<file path="config.mk">
export PLATFORM = sky130hd
export DESIGN_NAME = rts_flow_ctrl
export DESIGN_NICKNAME = d
export VERILOG_FILES = /design/src/rtl/rts_pkg.sv /design/src/rtl/rts_wr_decode.sv /design/src/rtl/rts_edge_det.sv /design/src/rtl/rts_bit_cell.sv /design/src/rtl/rts_flow_ctrl.sv
export SDC_FILE = /design/constraint.sdc
export NUM_CORES = 1
export LEC_CHECK = 0
export BUFFER_PORTS_ARGS = -buffer_cell sky130_fd_sc_hd__buf_4
export CORE_AREA = 2 2 39 41
export CTS_BUF_LIST = sky130_fd_sc_hd__clkbuf_8
export CTS_CLUSTER_DIAMETER = 200
export DETAILED_ROUTE_END_ITERATION = 12
export DIE_AREA = 0 0 41 43
export REMOVE_ABC_BUFFERS = 1
export SYNTH_ARGS = -nofsm -noshare
export SYNTH_HDL_FRONTEND = slang
export SYNTH_SLANG_ARGS = --single-unit
</file>
<file path="constraint.sdc">
create_clock -name clk -period 1.13 [get_ports clk]
set_clock_uncertainty 0.1 [all_clocks]
set_input_delay 0.113 -clock clk [delete_from_list [all_inputs] [get_ports clk]]
set_output_delay 0.113 -clock clk [all_outputs]
set_load 0.02 [all_outputs]
</file>
<file path="src/rtl/rts_pkg.sv">
package rts_pkg;

   typedef enum logic [1:0] {
      RTS_CMD_NOP    = 2'b00,
      RTS_CMD_ASSERT = 2'b01,
      RTS_CMD_NEGATE = 2'b10,
      RTS_CMD_RSVD   = 2'b11
   } rts_cmd_e;

   localparam int unsigned RTS_CMD_W = 2;

endpackage

</file>
<file path="src/rtl/rts_wr_decode.sv">
module rts_wr_decode #(
   parameter int unsigned          ADDR_W  = 8,
   parameter int unsigned          DATA_W  = 8,
   parameter int unsigned          NCH     = 2,
   parameter logic [ADDR_W-1:0]    SET_OFS = 'h1E,
   parameter logic [ADDR_W-1:0]    CLR_OFS = 'h1F
) (
   input  logic              wr_en,
   input  logic [ADDR_W-1:0] wr_addr,
   input  logic [DATA_W-1:0] wr_data,
   output logic [NCH-1:0]    wr_set,
   output logic [NCH-1:0]    wr_clr
);

   logic hit_set;
   logic hit_clr;
   logic unused_data;

   assign hit_set     = wr_en && (wr_addr == SET_OFS);
   assign hit_clr     = wr_en && (wr_addr == CLR_OFS);
   assign unused_data = ^wr_data;

   always_comb begin
      wr_set = '0;
      wr_clr = '0;
      for (int i = 0; i < int'(NCH); i++) begin
         wr_set[i] = hit_set && wr_data[i];
         wr_clr[i] = hit_clr && wr_data[i];
      end
   end

endmodule

</file>
<file path="src/rtl/rts_edge_det.sv">
module rts_edge_det (
   input  logic clk,
   input  logic rst_n,
   input  logic lvl,
   output logic rise,
   output logic fall
);

   logic lvl_q;

   always_ff @(posedge clk or negedge rst_n) begin
      if (!rst_n) lvl_q <= 1'b0;
      else        lvl_q <= lvl;
   end

   assign rise = lvl && !lvl_q;
   assign fall = !lvl && lvl_q;

endmodule

</file>
<file path="src/rtl/rts_bit_cell.sv">
module rts_bit_cell (
   input  logic clk,
   input  logic rst_n,
   input  logic set_req,
   input  logic clr_req,
   output logic q
);

   always_ff @(posedge clk or negedge rst_n) begin
      if (!rst_n)       q <= 1'b0;
      else if (clr_req) q <= 1'b0;
      else if (set_req) q <= 1'b1;
   end

endmodule

</file>
<file path="src/rtl/rts_flow_ctrl.sv">
module rts_flow_ctrl #(
   parameter int unsigned          NCH     = 2,
   parameter int unsigned          ADDR_W  = 8,
   parameter int unsigned          DATA_W  = 8,
   parameter logic [ADDR_W-1:0]    SET_OFS = 'h1E,
   parameter logic [ADDR_W-1:0]    CLR_OFS = 'h1F
) (
   input  logic                           clk,
   input  logic                           rst_n,
   input  logic                           wr_en,
   input  logic [ADDR_W-1:0]              wr_addr,
   input  logic [DATA_W-1:0]              wr_data,
   input  logic [NCH-1:0]                 cmd_stb,
   input  logic [NCH*rts_pkg::RTS_CMD_W-1:0] cmd_code,
   input  logic [NCH-1:0]                 rx_full,
   input  logic [NCH-1:0]                 tx_last_done,
   input  logic [NCH-1:0]                 rx_ctl_en,
   input  logic [NCH-1:0]                 tx_ctl_en,
   output logic [NCH-1:0]                 rts_n
);
   import rts_pkg::*;

   localparam int unsigned CW = RTS_CMD_W;

   generate
      if (NCH < 1)       begin : g_bad_nch  $error("NCH must be at least 1"); end
      if (NCH > DATA_W)  begin : g_bad_dw   $error("DATA_W must cover one bit per channel"); end
      if (SET_OFS == CLR_OFS) begin : g_bad_ofs $error("SET_OFS and CLR_OFS must differ"); end
   endgenerate

   logic [NCH-1:0] wr_set;
   logic [NCH-1:0] wr_clr;
   logic [NCH-1:0] rts_q;

   rts_wr_decode #(
      .ADDR_W (ADDR_W),
      .DATA_W (DATA_W),
      .NCH    (NCH),
      .SET_OFS(SET_OFS),
      .CLR_OFS(CLR_OFS)
   ) u_dec (
      .wr_en  (wr_en),
      .wr_addr(wr_addr),
      .wr_data(wr_data),
      .wr_set (wr_set),
      .wr_clr (wr_clr)
   );

   for (genvar g = 0; g < NCH; g++) begin : g_ch
      rts_cmd_e cmd;
      logic     rx_rise;
      logic     rx_fall;
      logic     set_any;
      logic     clr_any;

      assign cmd = rts_cmd_e'(cmd_code[g*CW +: CW]);

      rts_edge_det u_rx_edge (
         .clk  (clk),
         .rst_n(rst_n),
         .lvl  (rx_full[g]),
         .rise (rx_rise),
         .fall (rx_fall)
      );

      assign set_any = wr_set[g]
                     | (cmd_stb[g] && cmd == RTS_CMD_ASSERT)
                     | (rx_ctl_en[g] && rx_fall);

      assign clr_any = wr_clr[g]
                     | (cmd_stb[g] && cmd == RTS_CMD_NEGATE)
                     | (rx_ctl_en[g] && rx_rise)
                     | (tx_ctl_en[g] && tx_last_done[g]);

      rts_bit_cell u_cell (
         .clk    (clk),
         .rst_n  (rst_n),
         .set_req(set_any),
         .clr_req(clr_any),
         .q      (rts_q[g])
      );

      assign rts_n[g] = ~rts_q[g];
   end

endmodule

</file>
# Yosys cells after proc, flatten, opt, wreduce, memory -nomap -nowiden
# Cells that the tools add are included.
# totals
regBits	4
in_bits	33
word_cells	52
# op_classes
eq_ne	6
muxes	4
bitwise	12
reduce_logical	26
# ops
operator	count
1-bit logical AND	20
8-bit by 5-bit equality test with 1-bit output (second input constant)	2
1-bit OR	10
2-bit by 1-bit equality test with 1-bit output (second input constant)	2
2-bit equality test (second input constant)	2
1-bit logical NOT	4
1-bit two-way mux	4
2-bit nonzero test	2
1-bit NOT	2

# Depth between registers and ports, before layout
# Gate-level depths: netlist (run 1).
# depth
word_depth	7
mapped_depth	4

# Cells and area by module
# Synthesis (run 1) repeated with hierarchy kept, for this count alone.
# unflattened
hier_cells	33
area_unflattened_um2	316.6
# modules_own_cells
mod	instances	cells_per_inst	area_each_um2	seq_area_each_um2
rts_wr_decode	1	9	85.1	0.0
rts_flow_ctrl	1	14	81.3	0.0
rts_edge_det	2	3	40.0	25.0
rts_bit_cell	2	2	35.0	25.0

# Worst setup path after synthesis (run 1)
# No wires, ideal clock.
# synth_path
path_type	reg-to-reg
start	register g_ch[0].u_rx_edge.lvl_q
end	register g_ch[0].u_cell.q
setup_ns	0.140
arrival_ns	0.844
required_ns	0.890
setup_slack_ns	0.046
path_stages_with_launch	5
cell_sequence	dfrtp_1 -> nand2_1 -> nor2_1 -> a2111oi_0 -> a311oi_1
# synth_via
elab_chain_cells	6
word_cells_on_any_way	10
classes_between	1 x mux; 3 x bitwise; 6 x reduce/logical
# synth_rtl
element	line	text
start, declared	rts_edge_det.sv:9	logic lvl_q;
start signal, assigned	rts_edge_det.sv:13	else lvl_q <= lvl;
1-bit logical NOT	rts_edge_det.sv:16	assign rise = lvl && !lvl_q;
1-bit logical AND	rts_edge_det.sv:16	
1-bit logical AND	rts_flow_ctrl.sv:72	| (rx_ctl_en[g] && rx_rise)
1-bit OR	rts_flow_ctrl.sv:72	
1-bit OR	rts_flow_ctrl.sv:73	| (tx_ctl_en[g] && tx_last_done[g]);
1-bit two-way mux / 2-bit nonzero test (equally long branches)	-	
end signal, assigned	rts_bit_cell.sv:10	if (!rst_n) q <= 1'b0;
end signal, assigned	rts_bit_cell.sv:11	else if (clr_req) q <= 1'b0;
end signal, assigned	rts_bit_cell.sv:12	else if (set_req) q <= 1'b1;
end, declared	rts_bit_cell.sv:6	output logic q
# Several ways; a longest one is shown, not always the timed one.
# A chain may end at the register's enable or synchronous reset.

# Final worst setup path (run 1)
# layout_path
start	input wr_addr[5]
end	register g_ch[1].u_cell.q
# layout_via
elab_chain_cells	7
word_cells_on_any_way	13
classes_between	2 x eq/ne; 1 x mux; 5 x bitwise; 5 x reduce/logical
# layout_rtl
element	line	text
start, declared	rts_flow_ctrl.sv:11	input logic [ADDR_W-1:0] wr_addr,
8-bit by 5-bit equality test with 1-bit output	rts_wr_decode.sv:20	assign hit_clr = wr_en && (wr_addr == CLR_OFS);
1-bit logical AND	rts_wr_decode.sv:20	
1-bit logical AND	rts_wr_decode.sv:28	wr_clr[i] = hit_clr && wr_data[i];
1-bit OR	rts_flow_ctrl.sv:71	| (cmd_stb[g] && cmd == RTS_CMD_NEGATE)
1-bit OR	rts_flow_ctrl.sv:72	
1-bit OR	rts_flow_ctrl.sv:73	
1-bit two-way mux / 2-bit nonzero test (equally long branches)	-	
end signal, assigned	rts_bit_cell.sv:10	
end signal, assigned	rts_bit_cell.sv:11	
end signal, assigned	rts_bit_cell.sv:12	
end, declared	rts_bit_cell.sv:6	
# Several ways; a longest one is shown, not always the timed one.

==> impl_metrics.toml, run 1 <==
[logic_synthesis]
synth.most_common_cell = "nand2_1"
ys.flop_type = "dfrtp_1"
synthCells = 29
synth.top_cell.area_share_pct = 38.3
synth-seq-cells = 4
yosys.cell_types.count = 11
synthTopCellsByArea = "dfrtp_1 (38%), nand3b_1 (11%), nand2_1 (8.6%), nor4_4 (8.1%), a2111oi_0 (6.7%)"
synthArstFlopShare_pct = 100
ys_seq_area_share_pct = 38.3
syn_avg_cell_area_um2 = 9.02
synth_commonest_cells = "nand2_1 (6), dfrtp_1 (4), nand3b_1 (4), nor2_1 (4)"
netlist_area_um2 = 262
synth_top_cell_by_area = "dfrtp_1"
synth_edf_count = 0
ys_warn_count = 0

[critical_path]
critical_path.startpoint_type = "input pin"
cp_max_fo = 3
rrSetupSlack_ns = 0.09
r2r-end = "g_ch[1].u_cell.q$_DFFE_PN0P_"
crit_arrival_ns = 1.04
cp-end-kind = "register"
worst_r2r_startpoint = "g_ch[1].u_cell.q$_DFFE_PN0P_"
crit_required_ns = 1.13
r2r_cells = 2
crit_type = "in2reg"

[global_routing]
grt_usage_pct = 9.26
grt_pass1_vias = 365
grt_pass1_wl_mm = 1.11
overflow = 0
grt_max_degree = 5
antenna_found_initial = 0

[layout]
multi_input_area_um2 = 166
num-fill-cells = 147
nNetsFinal = 99
drive_above_1_share_pct = 56.3
ff_latch_area_um2 = 100
diodes = 0
area.growth.synth_to_final_pct = 123

[sta]
setup_ws_ns = 0.0848
rsz0062_at_grt = "no"
slew_viol_final = 0
max_freq_mhz = 957
worst_pin_slew_ns = 0.315
fin_crit_ns = 1.05
holdWs_ns = 0.0143
hold_viol = 0
slew_headroom_pct = 78.9
setup_violations = 0
finalCritPeriodShare_pct = 92.5

[hold_path]
hold_depth = 2
min_from = "wr_data[0]"
min_path_type = "in2reg"
holdPathEnd = "g_ch[0].u_cell.q$_DFFE_PN0P_"

[pwr]
power_density_nw_per_um2 = 1060
p_leak_nw = 0.283
max-vdd-ir-drop_mv = 0.643
p_total_mw = 0.617

[run_status]
status = "completed"

[floorplanning]
fp.coreArea_um2 = 1380
die_area_um2 = 1760
std_cell_rows = 14
chipWidth_um = 41
die_y_um = 43
pin_count = 35
start_util_pct = 18.9

[clock_network]
clk-insertion-delay-late_ns = 0.21
cts_root_buf = "clkbuf_8"
cts_tree = "built"
cts_buffers = 3
clockBufferDepth = 2
h-tree-depth = 1
clkTransAtPathRegs_ns = 0.03
tritoncts_num_sinks = 4
post_cts_buffers = 0

[drt]
post_drt_wl_per_cell_um = 9.86
drt-vias-per-instance = 4.46
vias = 357
drt_iter0_drc = 0
postRouteAntennaNets = 0
drc = 0
first_pass_iters = 1
drt-total-wl_um = 789

[placed_design]
hpwl_um = 682
gp_congestion = 0.583
portBuffers = 28
pre_cts_slack_ns = -0.193

[run]
cap_violations = 0
==> worst max path at each step <==
stage / start / to / slack (ns) / cells past startpoint
after detailed placement: wr_addr[5] / g_ch[1].u_cell.q$_DFFE_PN0P_ / -0.19 / 5
after global routing: g_ch[0].u_rx_edge.lvl_q$_DFF_PN0_ / g_ch[0].u_cell.q$_DFFE_PN0P_ / 0.04 / 3
final: wr_addr[5] / g_ch[1].u_cell.q$_DFFE_PN0P_ / 0.08 / 5
after CTS: g_ch[1].u_rx_edge.lvl_q$_DFF_PN0_ / g_ch[1].u_cell.q$_DFFE_PN0P_ / 0.004 / 4
after floorplan: g_ch[0].u_rx_edge.lvl_q$_DFF_PN0_ / g_ch[0].u_cell.q$_DFFE_PN0P_ / 0.05 / 4
after global placement: wr_addr[5] / g_ch[0].u_cell.q$_DFFE_PN0P_ / -0.12 / 5
==> sequential cells by signal, summed over array words and instances (netlist names) <==
register and count:
g_ch.u_cell.q 2, g_ch.u_rx_edge.lvl_q 2
==> where the power goes <==
part | leakage [nW] | total [mW] | internal [mW] | switching (mW)
combinational | 0.212 | 0.158 | 0.101 | 0.0573
sequential | 0.0492 | 0.164 | 0.157 | 0.00785
clock | 0.0216 | 0.295 | 0.227 | 0.0680
total | 0.283 | 0.617 | 0.484 | 0.133
==> cells in the final DEF, fill, tap and decap left out <==
cell,count
dlygate4sd3_1,3
inv_1,2
nor2_1,4
dfrtp_1,4
nand2_1,6
nand4_1,1
nand3b_1,4
nand2b_4,1
nand3_1,2
buf_4,29
nor4_4,1
a311oi_1,2
a2111oi_2,2
clkbuf_8,3
==> worst max-delay path, cell delays in order <==
cell	delay, ns
buf_4	0.11
nand2b_4	0.13
nor4_4	0.30
a2111oi_2	0.12
a311oi_1	0.27
==> per-layer routing <==
metal	part of all wire, %	wire length (um)	global-route usage, %
met2	52	411	17.2
met5	0	0	0
met4	0	0	6.00
met1	32	254	8.12
met3	16	123	1.57
==> cell families after synthesis <==
kind of cell           share of synthesized area, %
DFF                                            38.3
and+or+nand+nor                                45.5
buffers and inverters                          2.87
AOI/OAI and AO/OA                              13.4
==> cell type report <==
| type | count | share of cell area [%] |
|---|---|---|
| clock buffer | 3 | 7.08 |
| multi-input combinational | 23 | 28.5 |
| inverter | 2 | 1.29 |
| tap | 16 | 3.43 |
| sequential | 4 | 17.2 |
| timing repair buffer | 32 | 42.5 |
==> stage by stage <==
step	util [%]	cells	instance area (um2)	setup TNS, ns
after CTS	42.1	80	583	0
after global placement	36.1	74	499	-0.236
after detailed placement	36.1	74	499	-0.343
after floorplan	-	29	262	0
final	42.1	80	583	0
after global routing	42.1	80	583	0
==> timing repair <==
action,in CTS,in global routing
hold buffers,3,0
endpoints found under the setup margin,2,2
pin swaps,0,4
hold endpoints to repair,6,0
cloned,0,0
resized for setup,4,0
(Power assumes the default switching activity.)
==> inputs of run 2 (changes only) <==
==> constraint.sdc (replaced) <==
create_clock -name clk -period 1.13 [get_ports clk]
set_clock_uncertainty 0.1 [all_clocks]
set_input_delay 0.1695 -clock clk [delete_from_list [all_inputs] [get_ports clk]]
set_output_delay 0.1695 -clock clk [all_outputs]
set_load 0.02 [all_outputs]
==> impl_metrics.toml, run 2 (same netlist as run 1, synthesis figures left out) <==
[pwr]
p_int_mw = 0.484
max-vdd-ir-drop_mv = 0.562
p_total_mw = 0.616
power_density_nw_per_um2 = 1050
seq_power_share_pct = 26.7
p_clk_share_pct = 47.6
p_switching_mw = 0.132
switching_share_pct = 21.4
p_leak_nw = 0.284
pwr-share-comb_pct = 25.7

[sta]
finalCritPeriodShare_pct = 97.4
setup_violations = 0
fin_crit_ns = 1.10
max_freq_mhz = 909
setup_ws_ns = 0.0295
hold_viol = 0
worst_pin_slew_ns = 0.315
slew_headroom_pct = 78.8
slew_viol_final = 0
rsz0062_at_grt = "yes"

[critical_path]
cpMaxStageDelayCell = "dfrtp_1"
rrSetupSlack_ns = 0.03
cp.depth = 4
critPathBufInv = 0
cp_max_fo = 2
startpoint = "g_ch[1].u_rx_edge.lvl_q$_DFF_PN0_"
worst_r2r_startpoint = "g_ch[1].u_rx_edge.lvl_q$_DFF_PN0_"
crit_required_ns = 1.11
crit_family = "compound AO/OA/AOI/OAI gates"
r2r_cells = 4
endpoint = "g_ch[1].u_cell.q$_DFFE_PN0P_"
cp-end-kind = "register"
path_cells = "nand2_1 > nor2_1 > a2111oi_2 > a311oi_1"
crit_type = "reg2reg"
critical_path.startpoint_type = "register"
r2r-end = "g_ch[1].u_cell.q$_DFFE_PN0P_"
critPathMaxStageDelay_ns = 0.36
crit_arrival_ns = 1.08

[drt]
drt-vias-per-instance = 4.56
drc = 0
drt-total-wl_um = 787
postRouteAntennaNets = 0
vias = 365
post_drt_wl_per_cell_um = 9.84
drt_iter0_drc = 3
first_pass_iters = 2

[run]
cap_violations = 0

[global_routing]
grt_usage_pct = 11.1
grt_pass1_vias = 376
antenna_found_initial = 0
grt_max_degree = 5
overflow = 0
grt_pass1_wl_mm = 1.28

[floorplanning]
pin_count = 35
die_area_um2 = 1760
die_y_um = 43
start_util_pct = 18.9
std_cell_rows = 14
fp.coreArea_um2 = 1380
chipWidth_um = 41

[layout]
final_cell_mix = "buf_4 (28), nand2_1 (6), nor2_1 (4), nand3b_1 (4), dfrtp_1 (4)"
nNetsFinal = 99
area.growth.synth_to_final_pct = 124
layout_commonest_cell = "buf_4"
drive_above_1_share_pct = 56.3
diodes = 0
num-fill-cells = 153
top_regs = "g_ch.u_cell.q x2, g_ch.u_rx_edge.lvl_q x2"

[clock_network]
clockBufferDepth = 2
cts_buffers = 3
cts_root_buf = "clkbuf_8"
cts_tree = "built"
clkTransAtPathRegs_ns = 0.03
tritoncts_num_sinks = 4
h-tree-depth = 1
clk-insertion-delay-late_ns = 0.21
post_cts_buffers = 0

[placed_design]
hpwl_um = 689
pre_cts_slack_ns = -0.244
gp_congestion = 0.583
portBuffers = 28

[run_status]
status = "completed"

[hold_path]
min_path_type = "in2reg"
==> run 2: cell counts in the layout (fill, tap and decap cells not counted) <==
No cell type changed its count.
==> run 2: power by group through the flow <==
stage | clock network [mW] | registers, mW | logic [mW]
finish | 0.294 | 0.164 | 0.158
global route | 0.314 | 0.166 | 0.177
CTS | 0.302 | 0.164 | 0.160
detailed placement | 0 | 0.164 | 0.144
global placement | 0 | 0.164 | 0.141
floorplan | 0 | 0.162 | 0.0451
==> run 2: worst min-delay path by stage <==
stage | startpoint | endpoint | slack [ns] | cells after the start
5_1_grt | wr_addr[0] | g_ch[1].u_cell.q$_DFFE_PN0P_ | 0.08 | 2
6_report | wr_addr[0] | g_ch[1].u_cell.q$_DFFE_PN0P_ | 0.08 | 2
3_3_place_gp | rst_n | g_ch[1].u_rx_edge.lvl_q$_DFF_PN0_ | -0.13 | 1
4_1_cts | wr_data[0] | g_ch[0].u_cell.q$_DFFE_PN0P_ | 0.07 | 2
2_1_floorplan | rst_n | g_ch[0].u_cell.q$_DFFE_PN0P_ | -0.23 | 0
3_5_place_dp | rst_n | g_ch[1].u_rx_edge.lvl_q$_DFF_PN0_ | -0.13 | 1
==> run 2: repair_timing <==
action / 4_1_cts / 5_1_grt
endpoints found under the hold margin: 6 / 0
endpoints found under the setup margin: 2 / 2
resized for setup: 5 / 0
hold buffers: 3 / 0
pin swaps: 1 / 2
==> run 2: metrics by stage <==
stage,hold slack [ns],std cells,cell area [um2],setup TNS (ns),utilization (%)
finish,0.0751,80,587,0,42.4
global route,0.0810,80,587,-0.0787,42.4
CTS,0.0670,80,587,0,42.4
detailed placement,-0.130,74,499,-0.455,36.1
global placement,-0.134,74,499,-0.349,36.1
floorplan,-0.226,29,262,0,-
==> run 2: layout make-up <==
type	count	area, um2	share of cell area [%]
Sequential cell	4	100	17.1
Clock buffer	3	41.3	7.04
Multi-Input combinational cell	23	166	28.4
Tap cell	16	20.0	3.41
Inverter	2	7.51	1.28
Timing Repair Buffer	32	251	42.9
==> run 2: worst register-to-register path, cell delays in order (launching register included) <==
cell	delay, ns
dfrtp_1	0.36
nand2_1	0.05
nor2_1	0.04
a2111oi_2	0.32
a311oi_1	0.09
==> run 2: metal layers <==
metal / global-route usage (%) / part of all wire (%) / vias to the layer above
li1: - / - / 178
met1: 10.4 / 31 / 165
met2: 18.4 / 51 / 20
met3: 3.66 / 17 / 2
met4: 8.00 / 1.0 / 0
met5: 0 / 0 / -
==> inputs of run 3 (changes only) <==
ABC_AREA = 0   (was not set)
GPL_TIMING_DRIVEN = 0   (was not set)
PLACE_DENSITY_LB_ADDON = 0.08   (was not set)
==> impl_metrics.toml, run 3 (same netlist as run 1, synthesis figures left out) <==
[global_routing]
grt_pass1_vias = 291
grt_usage_pct = 9.38
overflow = 0
grt_max_degree = 5
antenna_found_initial = 0
grt_pass1_wl_mm = 1.07

[critical_path]
crit_type = "reg2reg"
critPathBufInv = 0
path_cells = "nand2_1 > nor2_1 > a2111oi_2 > a311oi_1"
cpMaxStageDelayCell = "dfrtp_1"
crit_required_ns = 1.11
crit_arrival_ns = 1.08
critical_path.startpoint_type = "register"
cp-end-kind = "register"
rrSetupSlack_ns = 0.03
critPathMaxStageDelay_ns = 0.37
crit_family = "compound AO/OA/AOI/OAI gates"
cp_max_fo = 2

[placed_design]
portBuffers = 28
hpwl_um = 611
pre_cts_slack_ns = -0.206
place_area_um2 = 492
gp_congestion = 0.553
place_inst = 73

[run_status]
status = "completed"

[hold_path]
min_path_type = "in2reg"

[drt]
drt-vias-per-instance = 4.28
post_drt_wl_per_cell_um = 9.61
drt-total-wl_um = 769
first_pass_iters = 2
vias = 342
drt_iter0_drc = 2
postRouteAntennaNets = 0
drc = 0

[layout]
final_cells = 80
layout_commonest_cell = "buf_4"
top_regs = "g_ch.u_cell.q x2, g_ch.u_rx_edge.lvl_q x2"
final_area_um2 = 583
drive_above_1_share_pct = 56.3
post-route-util_pct = 42.1
num-fill-cells = 149
final_cell_mix = "buf_4 (29), nand2_1 (6), nor2_1 (4), nand3b_1 (4), dfrtp_1 (4)"
nNetsFinal = 99
diodes = 0
area.growth.synth_to_final_pct = 123

[clock_network]
tritoncts_num_sinks = 4
cts_root_buf = "clkbuf_8"
clkTransAtPathRegs_ns = 0.03
clockBufferDepth = 2
cts_tree = "built"
cts_buffers = 3
clk-insertion-delay-late_ns = 0.21
h-tree-depth = 1

[sta]
fin_crit_ns = 1.10
slew_viol_final = 0
worst_pin_slew_ns = 0.265
rsz0062_at_grt = "yes"
finalCritPeriodShare_pct = 97.3
hold_viol = 0
setup_ws_ns = 0.0307
max_freq_mhz = 910
setup_violations = 0
slew_headroom_pct = 82.3

[floorplanning]
start_util_pct = 18.9
pin_count = 35
fp.coreArea_um2 = 1380
std_cell_rows = 14
chipWidth_um = 41
die_area_um2 = 1760
die_y_um = 43

[pwr]
p_total_mw = 0.616
p_leak_nw = 0.282
power_density_nw_per_um2 = 1060
max-vdd-ir-drop_mv = 0.517

[run]
cap_violations = 0
## run 3: cell types whose count changed in the layout (fill, tap and decap cells not counted)
cell,before,now
buf_6,1,0
buf_4,28,29
## run 3: cell type report
class / count / area (um2) / share of cell area, %
repair buffers: 32 / 248 / 42.5
clock buffers: 3 / 41.3 / 7.08
inverters: 2 / 7.51 / 1.29
flip-flops and latches: 4 / 100 / 17.2
multi-input cells: 23 / 166 / 28.5
well taps: 16 / 20.0 / 3.43
## run 3: per-layer routing
metal / share of wire (%) / GRT usage, % / up-vias
li1: - / - / 179
met1: 40 / 10.7 / 143
met2: 47 / 13.1 / 20
met3: 13 / 3.14 / 0
met4: 0 / 8.00 / 0
met5: 0 / 0 / -
## run 3: repair_timing
action | in CTS | in global routing
hold buffers | 3 | 0
endpoints found under the setup margin | 2 | 2
resized for setup | 1 | 3
pin swaps | 0 | 1
endpoints found under the hold margin | 6 | 0
setup buffers | 0 | 1
## run 3: per-stage QoR
step,TNS (ns),hold slack [ns]
floorplan,0,-0.226
global placement,-0.372,-0.132
detailed placement,-0.404,-0.132
CTS,-0.0387,0.0442
global route,-0.0875,0.0722
finish,0,0.0522
## run 3: report_power, final
group / internal, mW / switching, mW
clock: 0.227 / 0.0700
combinational: 0.0995 / 0.0556
sequential: 0.157 / 0.00795
total: 0.483 / 0.134
## run 3: worst paths after layout
check / start / to / depth (start not counted)
worst max register to register: g_ch[1].u_rx_edge.lvl_q$_DFF_PN0_ / g_ch[1].u_cell.q$_DFFE_PN0P_ / 4
max in group asynchronous: rst_n / g_ch[1].u_cell.q$_DFFE_PN0P_ / 2
worst min-delay path: wr_addr[0] / g_ch[1].u_cell.q$_DFFE_PN0P_ / 2
min in group asynchronous: rst_n / g_ch[0].u_rx_edge.lvl_q$_DFF_PN0_ / 2
worst max-delay path: g_ch[1].u_rx_edge.lvl_q$_DFF_PN0_ / g_ch[1].u_cell.q$_DFFE_PN0P_ / 4
worst min register to register: g_ch[0].u_rx_edge.lvl_q$_DFF_PN0_ / g_ch[0].u_cell.q$_DFFE_PN0P_ / 3
